===== src/rtl/hwsh_pkg.sv =====
// Shared types for the half-word shifter.
// Assumes: a half select is a single bit, high half = 1.
package hwsh_pkg;
    typedef enum logic {
        HALF_LO = 1'b0,
        HALF_HI = 1'b1
    } half_sel_e;
endpackage


===== src/rtl/hwsh_half_pick.sv =====
// Selects one half of a double-width word as the shift operand.
// Assumes: the word is exactly two halves of HALF_W bits.
module hwsh_half_pick
    import hwsh_pkg::*;
#(
    parameter int HALF_W = 16
) (
    input  logic [2*HALF_W-1:0] word_i,
    input  logic                sel_i,
    output logic [HALF_W-1:0]   half_o
);
    half_sel_e sel;

    // Decode the select bit into the package type.
    assign sel = half_sel_e'(sel_i);

    // Route the chosen half to the operand.
    always_comb begin
        if (sel == HALF_HI) half_o = word_i[2*HALF_W-1:HALF_W];
        else                half_o = word_i[HALF_W-1:0];
    end
endmodule


===== src/rtl/hwsh_cnt_decode.sv =====
// Turns the count half-word into a direction, a per-stage magnitude
// and a kill flag for magnitudes that shift everything out.
// Assumes: the count field is the low CNT_BITS bits, two's complement.
module hwsh_cnt_decode #(
    parameter int HALF_W   = 16,
    parameter int CNT_BITS = 6,
    parameter int STG      = $clog2(HALF_W)
) (
    input  logic [HALF_W-1:0] cnt_half_i,
    output logic              left_o,
    output logic [STG-1:0]    mag_o,
    output logic              kill_o
);
    localparam logic [CNT_BITS-1:0] LIMIT = CNT_BITS'(HALF_W);

    logic [CNT_BITS-1:0] field;
    logic [CNT_BITS-1:0] mag_full;
    logic                neg;
    logic                unused_upper;

    // Extract the signed field; the upper count bits are ignored.
    assign field        = cnt_half_i[CNT_BITS-1:0];
    assign unused_upper = ^cnt_half_i[HALF_W-1:CNT_BITS];
    assign neg          = field[CNT_BITS-1];

    // Absolute value of the count (the most negative value maps to 2^(CNT_BITS-1)).
    assign mag_full = neg ? (~field + 1'b1) : field;

    // Direction, staged magnitude and the shift-out condition.
    assign left_o = ~neg;
    assign mag_o  = mag_full[STG-1:0];
    assign kill_o = (mag_full >= LIMIT);
endmodule


===== src/rtl/hwsh_barrel.sv =====
// Logarithmic bidirectional logical shifter on one half-word.
// Assumes: mag_i < HALF_W whenever kill_i is low; zero fill both ways.
module hwsh_barrel #(
    parameter int HALF_W = 16,
    parameter int STG    = $clog2(HALF_W)
) (
    input  logic [HALF_W-1:0] op_i,
    input  logic              left_i,
    input  logic [STG-1:0]    mag_i,
    input  logic              kill_i,
    output logic [HALF_W-1:0] res_o
);
    logic [HALF_W-1:0] stage [0:STG];

    assign stage[0] = op_i;

    // One conditional power-of-two shift per magnitude bit.
    for (genvar i = 0; i < STG; i++) begin : g_stage
        localparam int SH = 1 << i;
        assign stage[i+1] = mag_i[i]
                          ? (left_i ? (stage[i] << SH) : (stage[i] >> SH))
                          : stage[i];
    end

    // Force zero when the magnitude clears the whole half-word.
    assign res_o = kill_i ? '0 : stage[STG];
endmodule


===== src/rtl/hwsh_half_merge.sv =====
// Writes a new half into a double-width word and keeps the other half.
// Assumes: sel_i = 1 writes the high half.
module hwsh_half_merge
    import hwsh_pkg::*;
#(
    parameter int HALF_W = 16
) (
    input  logic [2*HALF_W-1:0] word_i,
    input  logic                sel_i,
    input  logic [HALF_W-1:0]   half_i,
    output logic [2*HALF_W-1:0] word_o
);
    half_sel_e sel;

    // Decode the select bit into the package type.
    assign sel = half_sel_e'(sel_i);

    // Splice the new half in beside the preserved one.
    always_comb begin
        if (sel == HALF_HI) word_o = {half_i, word_i[HALF_W-1:0]};
        else                word_o = {word_i[2*HALF_W-1:HALF_W], half_i};
    end
endmodule


===== src/rtl/hw_lshift_unit.sv =====
// Top of the half-word logical shifter: pick operand, decode count,
// shift, merge into destination, register on valid.
// Assumes: inputs are stable across the capturing edge; reset is
// synchronous and active low.
module hw_lshift_unit #(
    parameter int HALF_W   = 16,
    parameter int CNT_BITS = 6
) (
    input  logic                clk,
    input  logic                rst_n,
    input  logic                valid_i,
    input  logic [2*HALF_W-1:0] src_word_i,
    input  logic                src_hi_i,
    input  logic [HALF_W-1:0]   cnt_half_i,
    input  logic [2*HALF_W-1:0] dst_word_i,
    input  logic                dst_hi_i,
    output logic [2*HALF_W-1:0] result_o
);
    localparam int WORD_W = 2 * HALF_W;
    localparam int STG    = $clog2(HALF_W);

    logic [HALF_W-1:0] operand;
    logic [HALF_W-1:0] shifted;
    logic [WORD_W-1:0] merged;
    logic              left;
    logic [STG-1:0]    mag;
    logic              kill;

    hwsh_half_pick #(.HALF_W(HALF_W)) u_pick (
        .word_i (src_word_i),
        .sel_i  (src_hi_i),
        .half_o (operand)
    );

    hwsh_cnt_decode #(.HALF_W(HALF_W), .CNT_BITS(CNT_BITS), .STG(STG)) u_dec (
        .cnt_half_i (cnt_half_i),
        .left_o     (left),
        .mag_o      (mag),
        .kill_o     (kill)
    );

    hwsh_barrel #(.HALF_W(HALF_W), .STG(STG)) u_shift (
        .op_i   (operand),
        .left_i (left),
        .mag_i  (mag),
        .kill_i (kill),
        .res_o  (shifted)
    );

    hwsh_half_merge #(.HALF_W(HALF_W)) u_merge (
        .word_i (dst_word_i),
        .sel_i  (dst_hi_i),
        .half_i (shifted),
        .word_o (merged)
    );

    // Output register: clear on reset, load on valid, else hold.
    always_ff @(posedge clk) begin
        if (!rst_n)       result_o <= '0;
        else if (valid_i) result_o <= merged;
    end

    // reset clears the output on the following edge.
    a_r10_reset_clear: assert property (@(posedge clk)
        !rst_n |=> (result_o == '0));

    // no strobe, no change.
    a_r9_hold: assert property (@(posedge clk) disable iff (!rst_n)
        !valid_i |=> $stable(result_o));

    // high-half write keeps the low half of the destination.
    a_r7_keep_lo: assert property (@(posedge clk) disable iff (!rst_n)
        (valid_i && dst_hi_i) |=> (result_o[HALF_W-1:0] == $past(dst_word_i[HALF_W-1:0])));

    // low-half write keeps the high half of the destination.
    a_r7_keep_hi: assert property (@(posedge clk) disable iff (!rst_n)
        (valid_i && !dst_hi_i) |=> (result_o[WORD_W-1:HALF_W] == $past(dst_word_i[WORD_W-1:HALF_W])));

    // a shift-out count writes zero into the low half.
    a_r4_kill_zero: assert property (@(posedge clk) disable iff (!rst_n)
        (valid_i && kill && !dst_hi_i) |=> (result_o[HALF_W-1:0] == '0));

    // a zero count writes the picked operand unchanged.
    a_r5_zero_pass: assert property (@(posedge clk) disable iff (!rst_n)
        (valid_i && (cnt_half_i[CNT_BITS-1:0] == '0) && !dst_hi_i)
        |=> (result_o[HALF_W-1:0] == $past(operand)));
endmodule


===== config.mk =====
export PLATFORM = sky130hd
export DESIGN_NAME = hw_lshift_unit
export DESIGN_NICKNAME = d
export VERILOG_FILES = /design/src/rtl/hwsh_pkg.sv /design/src/rtl/hwsh_half_pick.sv /design/src/rtl/hwsh_cnt_decode.sv /design/src/rtl/hwsh_barrel.sv /design/src/rtl/hwsh_half_merge.sv /design/src/rtl/hw_lshift_unit.sv
export SDC_FILE = /design/constraint.sdc
export NUM_CORES = 1
export LEC_CHECK = 0
export ABC_AREA = 1
export BUFFER_PORTS_ARGS = -buffer_cell sky130_fd_sc_hd__buf_2
export CORE_ASPECT_RATIO = 0.9
export CORE_MARGIN = 2
export CORE_UTILIZATION = 40
export CTS_BUF_LIST = sky130_fd_sc_hd__clkbuf_4
export DETAILED_ROUTE_END_ITERATION = 12
export PLACE_DENSITY = 0.66
export REMOVE_ABC_BUFFERS = 1
export SLEW_MARGIN = 20
export SYNTH_ARGS = -nofsm -noshare
export SYNTH_HDL_FRONTEND = slang
export SYNTH_HIERARCHICAL = 1
export SYNTH_SLANG_ARGS = --single-unit
export TNS_END_PERCENT = 10

===== constraint.sdc =====
create_clock -name clk -period 3.3 [get_ports clk]
set_clock_uncertainty 0.05 [all_clocks]
set_input_delay 0.495 -clock clk [delete_from_list [all_inputs] [get_ports clk]]
set_output_delay 0.495 -clock clk [all_outputs]
set_load 0.1 [all_outputs]

After elaboration in Yosys (flattened, before gate mapping)
Index checks and enable logic that the tools add are counted.

cells by class
  $add $sub $neg = 1
  $lt $le $gt $ge = 1
  mux-type cells = 12
  bitwise gates (word level) = 1

operators with widths
  kind                                                               number
  two-way mux 16 bit                                                 10
  two-way mux 32 bit                                                 1
  adder 6 x 1 -> 6 bit, second input constant                        1
  greater-or-equal comparator 6 x 5 -> 1 bit, second input constant  1
  two-way mux 6 bit                                                  1
  NOT 6 bit                                                          1

storage, ports and cells
  register bits = 32
  input port bits = 85
  output and inout port bits = 32
  word-level logic and storage cells = 16

Logic depth before layout (Yosys ltp)
Gate-level depths: netlist of the first run.

  depth after elaboration = 12
  gate-level depth with buffers = 21
  gate-level depth less buffers = 19

By module
The synthesis of the first run kept the hierarchy.

modules (own cells, without submodules)
  module           times used  cells an instance  area each (um2)  seq. area each (um2)
  hw_lshift_unit   1           202                1335.0           640.6
  hwsh_barrel      1           286                1194.9           0.0
  hwsh_half_merge  1           104                499.2            0.0
  hwsh_half_pick   1           52                 244.0            0.0
  hwsh_cnt_decode  1           26                 122.6            0.0

Least setup slack after synthesis of the first run
No wires, ideal clock.

  path type = input to register
  from = input port cnt_half_i[0]
  to = register result_o[22]
  data arrival time = 2257 ps
  required time = 3185 ps
  slack = 928 ps
  stages on the path = 19
  path buffers = 2
  cells stage by stage = inv_1 ha_1 nand2_1 o21ai_0 inv_1 buf_2 buf_2 nand2_1 nand3_1 nand2_1 nand3_1 nand2_1 a21oi_1 nand2_1 nand2_2 inv_1 nand2_1 nand2_1 nor2_1

between the ends
  elaborated cells between the ends (all ways) = 13
  those cells by class = add/sub: 1; order compare: 1; mux: 10; bitwise: 1

RTL lines
  element                          RTL line               text
  start, declared                  hw_lshift_unit.sv:14   input logic [HALF_W-1:0] cnt_half_i,
  NOT 6 bit (*)                    hwsh_cnt_decode.sv:27  assign mag_full = neg ? (~field + 1'b1) : field;
  adder 6 x 1 -> 6 bit (*)         hwsh_cnt_decode.sv:27
  two-way mux 6 bit (*)            hwsh_cnt_decode.sv:27
  net mag[1]                       hw_lshift_unit.sv:26   logic [STG-1:0] mag;
  two-way mux 16 bit (5 in a row)  hwsh_barrel.sv:21      ? (left_i ? (stage[i] << SH) : (stage[i] >> SH))
  two-way mux 16 bit (*)           hwsh_barrel.sv:26      assign res_o = kill_i ? '0 : stage[STG];
  net shifted[6]                   hw_lshift_unit.sv:23   logic [HALF_W-1:0] shifted;
  two-way mux 32 bit (*)           hwsh_half_merge.sv:20  if (sel == HALF_HI) word_o = {half_i, word_i[HALF_W-1:0]};
  net merged[22]                   hw_lshift_unit.sv:24   logic [WORD_W-1:0] merged;
  end signal, assigned             hw_lshift_unit.sv:60   else if (valid_i) result_o <= merged;
  end, declared                    hw_lshift_unit.sv:17   output logic [2*HALF_W-1:0] result_o

Mark *: on every way through the listed nets, which the timed path passes. The rest lies on a longest branch.
A chain may end at the register's enable or synchronous reset.

Final worst setup path of the first run
  from = input port cnt_half_i[0]
  to = register result_o[23]

The elaborated chain is that of the path after synthesis.

==> flow_summary.json, run 1 <==
{
  "status": "finished clean",
  "rows": 31,
  "post_cts_buffers": 0,
  "worstPathArrival_ns": 2.80,
  "hold_violations": 0,
  "syn-cell-area_um2": 3400,
  "cp_slowest_cell": "inv_1",
  "cp_max_fo": 14,
  "final_area_um2": 3820,
  "largest_reg_flops": 32,
  "post-route-period-util": 0.782,
  "relSlewSlack": 0.581,
  "numCtsBuffers": 5,
  "tns_ns": 0,
  "die-area_um2": 9240,
  "first_pass_iters": 5,
  "top_regs": "result_o x32",
  "top_register": "result_o",
  "path_cells": "buf_2, inv_1, ha_1, nand2_1, o21ai_0, buf_4, nand2_1, inv_1, nand2_1, nand2_1, nand2_1, o21ai_1, nand2_1, a21oi_1, nand2_1, nand2_2, inv_1, nand2_1, nand2_1, nor2_1",
  "yosysSeqAreaShare": 0.189,
  "clockPowerShare": 0.156,
  "dieHeight_um": 91.4,
  "h-tree-depth": 2,
  "maxSlewViolCount": 0,
  "wl_per_cell_um": 10.2,
  "worst_pin_slew_ns": 0.629,
  "detail_route.iter0.violations": 227,
  "worstSkewPairLatency_ns": 0.32,
  "area_growth_pct": 12.6,
  "grt_max_degree": 65,
  "crit_buf_inv": 5,
  "ant_nets": 0,
  "avgSynthCellArea_um2": 5.07,
  "place_congestion": 0.889,
  "crit_required_ns": 3.52,
  "viasPerCell": 4.58,
  "switching_share": 0.499,
  "drive_gt1_frac": 0.193,
  "ios": 117,
  "remaining_drc_errors": 0,
  "synth_seq_cells": 32,
  "fmax_mhz": 387,
  "vdd_drop_max_mv": 0.168,
  "yosysTopAreaCellShare": 0.396,
  "seqPwrFrac": 0.317,
  "placed_area_um2": 3780,
  "grt_overflow_total": 0,
  "synth_warnings": 6,
  "crit_path_max_incr_delay_ns": 0.32,
  "grt_pass1_wl_um": 14900,
  "wirelength_um": 8640,
  "coreArea_um2": 8150,
  "cts_resized": 0,
  "finalCoreUtilization": 0.470,
  "cp-startpoint": "cnt_half_i[0]",
  "switching_power_uw": 674,
  "synth_area_leaders": "nand2_1 (40%), dfxtp_1 (19%), nor2_1 (9.3%)",
  "cpLargestDelayFamily": "simple AND/OR/NAND/NOR gates",
  "grt_pass1_vias": 3544,
  "clk_pin_slew_ns": 0.10,
  "drv_cap": 0,
  "diodes": 0,
  "comb_power_share": 0.527,
  "leakage_nw": 2.36,
  "synth_common_cells": "nand2_1 (358), nor2_1 (84), inv_1 (54)",
  "min-delay-path-class": "flop to flop",
  "final_cell_count_no_fill": 851,
  "min_from": "result_o[30]",
  "power.internal_uw": 677,
  "setup_viol": 0,
  "num_vias": 3897,
  "synth_edf_count": 0,
  "rsz0062_at_grt": "false",
  "synth.most_common_cell": "nand2_1",
  "dp_cells": 844,
  "start_util": 0.417,
  "die_w_um": 101,
  "startpoint_type": "primary input",
  "cts_hold_buf": 0,
  "antenna_found_initial": 0,
  "synthCells": 670,
  "power_mw": 1.35,
  "synthArstFlopShare": 0,
  "ys_types": 27,
  "nets": 838,
  "fin_crit_ns": 2.58,
  "r2r-start": "result_o[6]",
  "port_buffers": 106,
  "grt_use_total": 0.190,
  "crit_path_frequent_cell": "nand2_1",
  "dp_hpwl_um": 6620,
  "worstSetupPathType": "primary input to flop",
  "worst_setup_path_end_kind": "flop",
  "clockRootBuffer": "clkbuf_4",
  "clock_tree.buffer_depth": 2,
  "synth_largest_area_cell": "nand2_1",
  "cts_sinks": 32,
  "ys.flop_type": "dfxtp_1",
  "cts_tree": "built",
  "cellPowerDensity_nw_per_um2": 353
}
[cell families after synthesis]
kind of cell / synth area share
adder cells (fa/ha/maj): 0.00368
buffers and inverters: 0.167
AO/OA/AOI/OAI: 0.0427
XOR/XNOR: 0.00258
flip-flops: 0.189
AND/OR/NAND/NOR: 0.596
[power groups by stage]
stage               clock network, mW  registers [mW]  logic [mW]
floorplan                           0           0.641       0.322
global placement                    0           0.436       0.703
detailed placement                  0           0.437       0.710
CTS                             0.222           0.429       0.711
global route                    0.234           0.433       0.793
finish                          0.211           0.429       0.712
[routing by layer]
metal | global-route usage | share of wire | wire length, µm
met5 | 0 | 0 | 0
met4 | 0.0293 | 0.0046 | 40
met3 | 0.0354 | 0.051 | 441
met2 | 0.332 | 0.45 | 3930
met1 | 0.247 | 0.49 | 4240
[worst reg2reg max path: stages, from the launching register on]
cell and delay (ns):
dfxtp_1 0.36, nor2_1 0.05, nor2_1 0.12
[path summary, 6_finish.rpt]
check / end / slack (ns) / cells past startpoint
max: result_o[23] / 0.72 / 20
min: result_o[30] / 0.42 / 2
max reg2reg: result_o[6] / 2.66 / 2
min reg2reg: result_o[30] / 0.42 / 2
[stage by stage]
step | hold slack [ns] | setup slack, ns
finish | 0.423 | 0.718
global route | 0.451 | 0.427
CTS | 0.425 | 0.752
detailed placement | 0.409 | 0.409
global placement | 0.402 | 0.436
floorplan | 0.565 | 0.630
[cells in the final DEF (no fill, tap or decap), drive strengths merged]
master / instances
a21oi: 12
and3: 1
buf: 112
clkbuf: 5
clkinv: 3
dfxtp: 32
ha: 1
inv: 61
nand2: 377
nand3: 44
nand4: 1
nor2: 86
o211ai: 2
o21ai: 14
xor2: 1
[final cells by class]
cell class	count	area [µm²]
clock buffers	5	37.5
inverters	62	248
repair buffers	112	578
fillers	920	4320
well taps	99	124
clock inverters	2	7.51
multi-input cells	539	2190
flip-flops and latches	32	641
No activity file was read; power rests on OpenSTA's default activity.
==> run 2, diff against run 1 <==
clock period = 2.6 ns   (was 3.3 ns; I/O delays follow)
==> run 2 against run 1 <==
Against the previous run: critical path depth down 1; sequential power up 27%; sequential cell count unchanged; global-route usage up 0.99 points; clock-buffer cell count unchanged; clock power up 24%; non-clock buffer count up 9; via count up 2.1%; sequential share of layout area down 0.43 points.
==> flow_summary.json, run 2 (synthesized netlist as in run 1, its figures left out) <==
{
  "fin_crit_ns": 2.37,
  "path_cells": "buf_2, inv_1, ha_1, nand2_1, o21ai_0, buf_4, nand2_1, clkinvlp_4, a21oi_2, o211ai_1, nand3_1, nand2_1, a21oi_1, nand2_1, nand2_1, inv_1, nand2_1, nand2_1, nor2_1",
  "fmax_mhz": 422,
  "ios": 117,
  "detail_route.iter0.violations": 197,
  "viasPerCell": 4.62,
  "antenna_found_initial": 0,
  "worstPathArrival_ns": 2.60,
  "crit_path_max_incr_delay_ns": 0.28,
  "worstSkewPairLatency_ns": 0.33,
  "cellPowerDensity_nw_per_um2": 443,
  "num_vias": 3977,
  "start_util": 0.417,
  "drv_cap": 0,
  "min-delay-path-class": "primary input to flop",
  "fillers": 927,
  "relSlewSlack": 0.605,
  "h-tree-depth": 2,
  "worstSetupPathType": "primary input to flop",
  "drive_gt1_frac": 0.209,
  "maxSlewViolCount": 0,
  "nets": 847,
  "place_congestion": 0.880,
  "worst_pin_slew_ns": 0.593,
  "wirelength_um": 8830,
  "cp_max_fo": 14,
  "layout_setup_ws_ns": 0.231,
  "hold_violations": 0,
  "top_register": "result_o",
  "largest_reg_flops": 32,
  "vdd_drop_max_mv": 0.204,
  "coreArea_um2": 8150,
  "leakage_nw": 2.40,
  "area_growth_pct": 15.6,
  "grt_use_total": 0.200,
  "ant_nets": 0,
  "die-area_um2": 9240,
  "dp_hpwl_um": 6880,
  "cp_slowest_cell": "ha_1",
  "diodes": 0,
  "cts_sinks": 32,
  "post_cts_buffers": 0,
  "port_buffers": 106,
  "die_w_um": 101,
  "layout_common_cells": "nand2_1 (358), buf_2 (106), nor2_1 (83)",
  "grt_pass1_vias": 3690,
  "grt_overflow_total": 0,
  "clock_tree.buffer_depth": 2,
  "wl_per_cell_um": 10.3,
  "grt_max_degree": 65,
  "rows": 31,
  "first_pass_iters": 4,
  "setup_viol": 0,
  "clockRootBuffer": "clkbuf_4",
  "remaining_drc_errors": 0,
  "dp_slack_ns": -0.154,
  "startpoint_type": "primary input",
  "r2r_slack_ns": 1.97,
  "crit_path_frequent_cell": "nand2_1",
  "cts_hold_buf": 0,
  "status": "finished clean",
  "grt_pass1_wl_um": 15600,
  "dieHeight_um": 91.4,
  "worst_setup_path_end_kind": "flop",
  "post-route-period-util": 0.911,
  "top_regs": "result_o x32",
  "clk_pin_slew_ns": 0.10,
  "finalCoreUtilization": 0.482,
  "crit_required_ns": 2.83,
  "rsz0062_at_grt": "true",
  "layout_commonest_cell": "nand2_1",
  "numCtsBuffers": 5,
  "cts_tree": "built"
}
## run 2: changes by cell type in the layout (fill, tap and decap cells not counted), moves of 2 or more
cell	change
a21oi_1	-2
a21oi_2	+2
buf_4	+7
o21ai_0	-2
## run 2: timing repair
action | 4_1_cts | 5_1_grt
gates resized for setup | 0 | 8
setup endpoints to repair | 0 | 28
endpoints found under the hold margin | 0 | 0
## run 2: final cells by class
class                   instances  area (µm²)  share of cell area
inverters                      62         251              0.0641
repair buffers                121         656               0.167
flip-flops and latches         32         641               0.163
multi-input cells             539        2210               0.563
clock buffers                   5        37.5             0.00956
well taps                      99         124              0.0316
clock inverters                 2        7.51             0.00191
## run 2: stage by stage
step	hold slack [ns]	power, mW	instance area, µm²	std cells	setup TNS (ns)
finish	0.372	1.74	3930	860	0
global route	0.401	1.88	3930	860	-0.125
CTS	0.355	1.75	3900	860	0
detailed placement	0.409	1.48	3860	853	-3.00
global placement	0.403	1.47	3860	853	-2.53
floorplan	0.460	1.22	3080	633	0
## run 2: path summary, 6_finish.rpt
| path | start | cells past startpoint | to |
|---|---|---|---|
| max | cnt_half_i[0] | 19 | result_o[20] |
| min | dst_word_i[19] | 7 | result_o[19] |
| max reg2reg | result_o[24] | 2 | result_o[24] |
| min reg2reg | result_o[15] | 2 | result_o[15] |
## run 2: worst max-delay path: cells and delay by family
family                     cells  cell delay [ns]
buffers and inverters          5             0.58
and+or+nand+nor                9             0.69
AOI/OAI and AO/OA              4             0.64
adders and majority gates      1             0.28
## run 2: where the power goes
part	leakage, nW	switching (mW)	internal [mW]
logic	2.11	0.676	0.257
registers	0.265	0.0173	0.526
clock network	0.0261	0.167	0.0942
total	2.40	0.860	0.877
## run 2: metal layers
metal | GRT usage | up-vias | routed length (µm)
li1 | - | 2179 | -
met1 | 0.267 | 1690 | 4430
met4 | 0.0428 | 0 | 99
met3 | 0.0331 | 10 | 430
met5 | 0 | - | 0
met2 | 0.337 | 98 | 3870
==> run 3, diff against run 2 <==
CELL_PAD_IN_SITES_DETAIL_PLACEMENT = 1   (was not set)
CELL_PAD_IN_SITES_GLOBAL_PLACEMENT = 1   (was not set)
CORE_UTILIZATION = 33   (was 40)
PLACE_DENSITY = not set   (was 0.66)
PLACE_DENSITY_LB_ADDON = 0.1   (was not set)
==> run 3 against run 2 <==
Against the previous run: non-clock buffer count grew 3; clock power grew 3%; final area grew 2.0%; global-route usage shrank 0.50 points; critical endpoint is now result_o[24]; sequential power is essentially flat; register-to-register slack lost 0.02 ns; sequential share of layout area shrank 0.32 points; largest power group unchanged; die area grew 20%.
==> flow_summary.json, run 3 (synthesized netlist as in run 1, its figures left out) <==
{
  "status": "finished clean",
  "rsz0062_at_grt": "false",
  "layout_commonest_cell": "nand2_1",
  "fin_crit_ns": 2.26,
  "min_from": "dst_word_i[16]",
  "start_util": 0.336,
  "switching_share": 0.501,
  "setup_viol": 0,
  "cp_slowest_cell": "ha_1",
  "dp_hpwl_um": 8500,
  "switching_power_uw": 889,
  "crit_path_max_incr_delay_ns": 0.27,
  "wirelength_um": 10600,
  "cpLargestDelayFamily": "simple AND/OR/NAND/NOR gates",
  "path_cells": "buf_2, inv_1, ha_1, nand2_1, o21ai_0, inv_1, nor2_2, buf_12, nand3_1, nand3_1, nand2_1, nand3_1, nand2_1, a21oi_1, nand2_1, nand2_1, inv_1, nand2_1, nand2_1, nor2_1",
  "layout_common_cells": "nand2_1 (358), buf_2 (106), nor2_1 (84)",
  "top_regs": "result_o x32",
  "top_register": "result_o",
  "numCtsBuffers": 5,
  "detail_route.iter0.violations": 161,
  "hold_violations": 0,
  "wl_per_cell_um": 11.9,
  "worst_pin_slew_ns": 0.614,
  "antenna_found_initial": 0,
  "worstPathArrival_ns": 2.48,
  "grt_max_degree": 65,
  "worstSetupPathType": "primary input to flop",
  "port_buffers": 106,
  "cts_hold_buf": 0,
  "ant_nets": 0,
  "h-tree-depth": 2,
  "r2r-start": "result_o[29]",
  "diodes": 0,
  "maxSlewViolCount": 0,
  "fmax_mhz": 442,
  "remaining_drc_errors": 0,
  "area_growth_pct": 17.9,
  "clockPowerShare": 0.152,
  "drive_gt1_frac": 0.211,
  "clk_pin_slew_ns": 0.11,
  "crit_required_ns": 2.82,
  "worst_setup_path_end_kind": "flop",
  "worstSkewPairLatency_ns": 0.34,
  "grt_pass1_vias": 4037,
  "grt_use_total": 0.195,
  "nets": 850,
  "grt_pass1_wl_um": 18400,
  "fin_hold_ws_ns": 0.376,
  "die_w_um": 111,
  "cp-startpoint": "cnt_half_i[0]",
  "comb_power_share": 0.542,
  "fillers": 1510,
  "ios": 117,
  "relSlewSlack": 0.590,
  "cp_max_fo": 14,
  "power.internal_uw": 886,
  "dieHeight_um": 100,
  "drv_cap": 0,
  "num_vias": 4114,
  "crit_path_frequent_cell": "nand2_1",
  "cts_tree": "built",
  "leakage_nw": 2.42,
  "largest_reg_flops": 32,
  "place_congestion": 0.801,
  "viasPerCell": 4.61,
  "cellPowerDensity_nw_per_um2": 444,
  "first_pass_iters": 4,
  "vdd_drop_max_mv": 0.238,
  "finalCoreUtilization": 0.396,
  "min-delay-path-class": "primary input to flop",
  "cts_sinks": 32,
  "seqPwrFrac": 0.306,
  "post-route-period-util": 0.871,
  "startpoint_type": "primary input",
  "die-area_um2": 11100,
  "coreArea_um2": 10100,
  "clock_tree.buffer_depth": 2,
  "crit_buf_inv": 5,
  "clockRootBuffer": "clkbuf_4",
  "grt_overflow_total": 0,
  "rows": 35
}
[run 3: cell count changes in the layout (fill, tap and decap cells not counted)]
| cell | previous run | this run |
|---|---|---|
| o21ai_1 | 7 | 6 |
| o21ai_2 | 1 | 0 |
| a21oi_1 | 10 | 9 |
| nor2_4 | 1 | 0 |
| o21ai_0 | 6 | 8 |
| buf_4 | 14 | 15 |
| nor2_1 | 83 | 84 |
| a21oi_2 | 2 | 3 |
| buf_12 | 1 | 3 |
[run 3: tightest hold or removal path, stage by stage]
cell	delay (ns)
buf_2	0.07
nand2_1	0.04
nand2_1	0.05
inv_1	0.03
nand2_1	0.04
nand2_1	0.04
nor2_1	0.07
[run 3: layer usage]
| layer | share of wire | wire (µm) | vias up | global-route usage |
|---|---|---|---|---|
| met4 | 0.0039 | 41 | 0 | 0.0298 |
| met3 | 0.036 | 387 | 4 | 0.0326 |
| met5 | 0 | 0 | - | 0 |
| li1 | - | - | 2188 | - |
| met1 | 0.49 | 5220 | 1853 | 0.253 |
| met2 | 0.47 | 4980 | 69 | 0.350 |
[run 3: timing repair]
item | CTS | global route
endpoints found under the setup margin | 0 | 10
gates resized for setup | 0 | 4
setup buffers | 0 | 1
[run 3: power groups by stage]
stage               sequential, mW  clock (mW)  combinational (mW)
floorplan                    0.814           0               0.409
global placement             0.554           0               0.939
detailed placement           0.556           0               0.960
CTS                          0.545       0.289               0.963
global route                 0.549       0.319                1.08
finish                       0.544       0.270               0.962
[run 3: final timing paths]
kind	endpoint	slack, ns	cells after the start
min reg2reg	result_o[30]	0.42	2
max reg2reg	result_o[29]	1.95	2
min	result_o[16]	0.38	7
max	result_o[24]	0.34	20
[run 3: area by class of cell]
type                            count  area [µm²]  share of cell area
Multi-Input combinational cell    539        2200               0.550
Timing Repair Buffer              124         703               0.176
Sequential cell                    32         641               0.160
Inverter                           62         251              0.0628
Tap cell                          129         161              0.0403
Clock buffer                        5        37.5             0.00938
Clock inverter                      2        7.51             0.00188
[run 3: stage by stage]
stage	std cells	instance area [µm²]	setup slack (ns)	setup TNS [ns]	total power [mW]
floorplan	633	3080	0.0350	0	1.22
global placement	885	3920	-0.0846	-0.231	1.49
detailed placement	885	3920	-0.155	-1.41	1.52
CTS	892	3970	0.218	0	1.80
global route	893	4000	0.0330	0	1.94
finish	893	4000	0.337	0	1.78
